--- src/rtl/hallc_pkg.sv ---
package hallc_pkg;

   localparam int NPH = 3;

   typedef struct packed {
      logic [NPH-1:0] hi;
      logic [NPH-1:0] lo;
   } drv_t;

   localparam drv_t DRV_OFF = '{hi: '0, lo: '0};

   // Forward commutation: code is {s3,s2,s1}; phase bits U=0,V=1,W=2
   function automatic drv_t fwd_map(input logic [NPH-1:0] code);
      drv_t d;
      d = DRV_OFF;
      unique case (code)
         3'b101: begin d.hi = 3'b010; d.lo = 3'b001; end
         3'b001: begin d.hi = 3'b100; d.lo = 3'b001; end
         3'b011: begin d.hi = 3'b100; d.lo = 3'b010; end
         3'b010: begin d.hi = 3'b001; d.lo = 3'b010; end
         3'b110: begin d.hi = 3'b001; d.lo = 3'b100; end
         3'b100: begin d.hi = 3'b010; d.lo = 3'b100; end
         default: d = DRV_OFF;
      endcase
      return d;
   endfunction

endpackage

--- src/rtl/hallc_sense.sv ---
module hallc_sense
   import hallc_pkg::*;
#(
   parameter bit REV_WHEN_HIGH = 1'b1
) (
   input  logic [NPH-1:0] hall,
   input  logic           dir,
   output drv_t           comm,
   output logic           valid
);

   logic           rev;
   logic [NPH-1:0] code;

   generate
      if (REV_WHEN_HIGH) begin : g_rev_hi
         assign rev = dir;
      end else begin : g_rev_lo
         assign rev = ~dir;
      end
   endgenerate

   assign code  = hall ^ {NPH{rev}};
   assign valid = (hall != '0) && (hall != '1);
   assign comm  = fwd_map(code);

endmodule

--- src/rtl/hallc_chop.sv ---
module hallc_chop (
   input  logic clk,
   input  logic rst_n,
   input  logic pwm_cmp,
   input  logic ilim,
   output logic gate
);

   logic prev_q;
   logic lat_q;
   logic period_start;
   logic lat_eff;

   assign period_start = pwm_cmp & ~prev_q;
   assign lat_eff      = lat_q & ~period_start;
   assign gate         = pwm_cmp & ~lat_eff & ~ilim;

   always_ff @(posedge clk or negedge rst_n) begin
      if (!rst_n) begin
         prev_q <= 1'b0;
         lat_q  <= 1'b0;
      end else begin
         prev_q <= pwm_cmp;
         lat_q  <= lat_eff | ilim;
      end
   end

endmodule

--- src/rtl/hallc_dirgap.sv ---
module hallc_dirgap #(
   parameter int GAP_CYCLES = 1,
   localparam int CW = (GAP_CYCLES > 1) ? $clog2(GAP_CYCLES) : 1
) (
   input  logic clk,
   input  logic rst_n,
   input  logic dir,
   output logic blank
);

   logic          dir_q;
   logic [CW-1:0] cnt_q;
   logic          flip;

   assign flip  = dir ^ dir_q;
   assign blank = flip | (cnt_q != '0);

   always_ff @(posedge clk or negedge rst_n) begin
      if (!rst_n) begin
         dir_q <= 1'b1;
         cnt_q <= '0;
      end else begin
         dir_q <= dir;
         if (flip)
            cnt_q <= CW'(GAP_CYCLES - 1);
         else if (cnt_q != '0)
            cnt_q <= cnt_q - 1'b1;
      end
   end

endmodule

--- src/rtl/hall_commutator.sv ---
module hall_commutator
   import hallc_pkg::*;
#(
   parameter bit REV_WHEN_HIGH = 1'b1,
   parameter bit HI_INV        = 1'b0,
   parameter bit LO_INV        = 1'b0,
   parameter int GAP_CYCLES    = 1
) (
   input  logic           clk,
   input  logic           rst_n,
   input  logic [2:0]     hall_i,
   input  logic           dir_i,
   input  logic           brake_i,
   input  logic           stop_i,
   input  logic           pwm_cmp_i,
   input  logic           ilim_i,
   output logic [2:0]     hi_o,
   output logic [2:0]     lo_o
);

   if (GAP_CYCLES < 1) begin : g_bad_gap
      $error("GAP_CYCLES must be at least 1");
   end
   if (NPH != 3) begin : g_bad_nph
      $error("commutation table assumes three phases");
   end

   drv_t comm;
   logic valid;
   logic gate;
   logic blank;
   drv_t nxt;
   drv_t drv_q;

   hallc_sense #(.REV_WHEN_HIGH(REV_WHEN_HIGH)) u_sense (
      .hall  (hall_i),
      .dir   (dir_i),
      .comm  (comm),
      .valid (valid)
   );

   hallc_chop u_chop (
      .clk     (clk),
      .rst_n   (rst_n),
      .pwm_cmp (pwm_cmp_i),
      .ilim    (ilim_i),
      .gate    (gate)
   );

   hallc_dirgap #(.GAP_CYCLES(GAP_CYCLES)) u_gap (
      .clk   (clk),
      .rst_n (rst_n),
      .dir   (dir_i),
      .blank (blank)
   );

   always_comb begin
      nxt = DRV_OFF;
      if (stop_i) begin
         nxt = DRV_OFF;
      end else if (brake_i) begin
         nxt.hi = '1;
         nxt.lo = '0;
      end else if (!valid || blank) begin
         nxt = DRV_OFF;
      end else begin
         nxt.hi = comm.hi & {NPH{gate}};
         nxt.lo = comm.lo;
      end
   end

   always_ff @(posedge clk or negedge rst_n) begin
      if (!rst_n) drv_q <= DRV_OFF;
      else        drv_q <= nxt;
   end

   generate
      if (HI_INV) begin : g_hi_n
         assign hi_o = ~drv_q.hi;
      end else begin : g_hi_p
         assign hi_o = drv_q.hi;
      end
      if (LO_INV) begin : g_lo_n
         assign lo_o = ~drv_q.lo;
      end else begin : g_lo_p
         assign lo_o = drv_q.lo;
      end
   endgenerate

endmodule

--- config.mk ---
export PLATFORM = sky130hd
export DESIGN_NAME = hall_commutator
export DESIGN_NICKNAME = d
export VERILOG_FILES = /design/src/rtl/hallc_pkg.sv /design/src/rtl/hallc_sense.sv /design/src/rtl/hallc_chop.sv /design/src/rtl/hallc_dirgap.sv /design/src/rtl/hall_commutator.sv
export SDC_FILE = /design/constraint.sdc
export NUM_CORES = 1
export LEC_CHECK = 0
export BUFFER_PORTS_ARGS = -buffer_cell sky130_fd_sc_hd__buf_2
export CAP_MARGIN = 30
export CORE_AREA = 2 2 39 41
export CTS_CLUSTER_SIZE = 40
export DETAILED_ROUTE_END_ITERATION = 8
export DIE_AREA = 0 0 41 43
export GPL_TIMING_DRIVEN = 1
export PLACE_DENSITY = 0.59
export SLEW_MARGIN = 10
export SYNTH_ARGS = -nofsm -noshare
export SYNTH_HDL_FRONTEND = slang
export SYNTH_SLANG_ARGS = --single-unit
--- constraint.sdc ---
create_clock -name clk -period 1.55 [get_ports clk]
set_clock_uncertainty 0.15 [all_clocks]
set_input_delay 0.2325 -clock clk [delete_from_list [all_inputs] [get_ports clk]]
set_output_delay 0.2325 -clock clk [all_outputs]
set_load 0.1 [all_outputs]
==> flow_summary.json <==
{
  "status": "completed",
  "avgSynthCellArea_um2": 12.8,
  "grt_pass1_vias": 309,
  "cts.clk_slew.worst_paths_ns": 0.06,
  "die_w_um": 41,
  "ant_nets": 0,
  "wl_per_cell_um": 11.3,
  "cts_resized": 0,
  "fp.dieH_um": 43,
  "synth_seq_cells": 9,
  "yosysUniqueCellTypes": 14,
  "ir_drop_mv": 0.287,
  "postCtsSetupBuffers": 0,
  "synth_top_area_share_pct": 44.8,
  "numCtsBuffers": 3,
  "p_leak_nw": 0.254,
  "place_worst_setup_slack_ns": 0.237,
  "cp_slowest_stage_delay_ns": 0.53,
  "start_util_pct": 32.3,
  "final_common_cell": "buf_2",
  "ys_seq_area_share_pct": 50.7,
  "synth_area_leaders": "dfrtp_1, a22oi_2, nor2b_1",
  "rsz0062_at_grt": "false",
  "fin_crit_sh_pct": 92.7,
  "final_cell_area_um2": 587,
  "syn_to_final_growth_pct": 31.4,
  "crit_chain": "dlygate4sd3_1 -> buf_2 -> and2_1 -> a22oi_2 -> o21ai_1",
  "vias": 319,
  "gp_congestion": 0.732,
  "tightest_slew_ns": 0.487,
  "clock_latency_ns": 0.25,
  "syn_inst": 35,
  "cts_hold_buf": 3,
  "nFillCells": 141,
  "root_buffer": "clkbuf_4",
  "top_usage_layer": "met1",
  "fin_util_pct": 42.4,
  "grt_pass1_wl_mm": 1.33,
  "drv_cap": 0,
  "drc": 0,
  "hold_path_depth": 2,
  "clockBufferDepth": 2,
  "totalNegativeSetupSlack_ns": 0,
  "cpLargestDelayFamily": "buffers and inverters",
  "cp_max_fo": 6,
  "crit_buf_inv": 2,
  "met1_usage_pct": 16.1,
  "fmax_ghz": 0.696,
  "holdWs_ns": 0.0311,
  "drt_iter0_drc": 3,
  "layout-drive-gt1-share_pct": 55.4,
  "grt-ovfl-total": 0,
  "slew_viol_final": 0,
  "grt_max_degree": 10,
  "use_met3_pct": 1.57,
  "maxSlewHeadroom_pct": 67.8,
  "cp.arrival_ns": 1.42,
  "setup_viol": 0,
  "pwr_density_cell_mw_per_mm2": 926,
  "num_antenna_cells": 0,
  "place_area_um2": 531,
  "via_per_inst": 4.43,
  "timing.final.ws_setup_ns": 0.113,
  "drt-total-wl_um": 817,
  "cts.sinks": 9,
  "cts-htree-levels": 1,
  "die_area_mm2": 0.00176,
  "critPathLaunchType": "input port",
  "dpl.hpwl_um": 631,
  "dr.pass1.iters": 3,
  "crit_path_top_delay_cell": "dlygate4sd3_1",
  "path_class": "input port to register",
  "reg2reg_depth": 3,
  "hold_viol": 0,
  "pin_count": 16,
  "use_met2_pct": 14.4,
  "synth_area_leader_cell": "dfrtp_1",
  "antenna_found_initial": 0,
  "layout_common_cells": "buf_2, dfrtp_1, nor2b_1, a22oi_2",
  "nets": 67,
  "cts_tree": "yes",
  "syn_nets": 45,
  "netlist_area_um2": 447,
  "hp-class": "input port to register",
  "min_period_ns": 1.44,
  "endpoint_kind": "register",
  "required_ns": 1.53,
  "cp_num_cells": 5,
  "grt_use_total_pct": 12.0,
  "rows": 14,
  "core-area_mm2": 0.00138,
  "io_buffers": 15,
  "yosysWarnings": 0
}
## metrics by stage
step | cells | power [mW]
after CTS | 72 | 0.554
after global placement | 65 | 0.367
final | 72 | 0.543
after floorplan | 35 | 0.336
after global routing | 72 | 0.584
after detailed placement | 65 | 0.369
## cell type report
| class | count | area, µm² | area share [%] |
|---|---|---|---|
| tap | 16 | 20.0 | 3.41 |
| timing repair buffer | 18 | 105 | 17.9 |
| multi-input combinational | 25 | 209 | 35.6 |
| sequential | 9 | 226 | 38.6 |
| clock buffer | 4 | 26.3 | 4.48 |
## worst paths after layout
path                              start            to  slack [ns]
setup / recovery                  dir_i       hi_o[0]        0.11
hold / removal                   ilim_i  u_chop.lat_q        0.03
setup reg to reg            u_gap.dir_q       hi_o[0]        0.22
hold reg to reg            u_chop.lat_q  u_chop.lat_q        0.34
max in group asynchronous         rst_n   u_gap.dir_q        0.80
min in group asynchronous         rst_n       hi_o[1]        0.21
## where the power goes
group,total [mW],switching (mW),internal [mW]
logic,0.119,0.0846,0.0346
clock network,0.174,0.0754,0.0988
registers,0.250,0.00357,0.246
total,0.543,0.164,0.380
## logic make-up (layout without fill, tap and decap cells)
family | Yosys count | count (layout) | share of synthesized area, %
and+or+nand+nor | 14 | 14 | 21.6
buffers and inverters | 1 | 22 | 2.52
DFF | 9 | 9 | 50.7
AOI/OAI and AO/OA | 11 | 11 | 25.2
## metal layers
metal  up-vias  wire length (µm)
met4         0                27
met3         2                55
li1        169                 -
met1       135               409
met5         -                 0
met2        13               324
## worst register-to-register path: stages (launching register included)
cell and delay (ns):
dfstp_2 0.53, and2_1 0.31, a22oi_2 0.13, o21ai_1 0.14
## flip-flops by register name (all words and copies together) (netlist names)
signal / count
hi_o: 3
lo_o: 3
u_chop.lat_q: 1
u_chop.prev_q: 1
u_gap.dir_q: 1
## synth_stat cells
library cell  count
a21o_1            1
nand2b_1          2
o21ai_2           2
nand2_1           1
o21ai_1           1
nor2_2            1
dfstp_2           1
nor3_2            3
and2_1            1
a22oi_2           6
nor2b_1           6
buf_6             1
a211oi_1          1
dfrtp_1           8
Note: power is estimated with default switching activity, not from simulation.
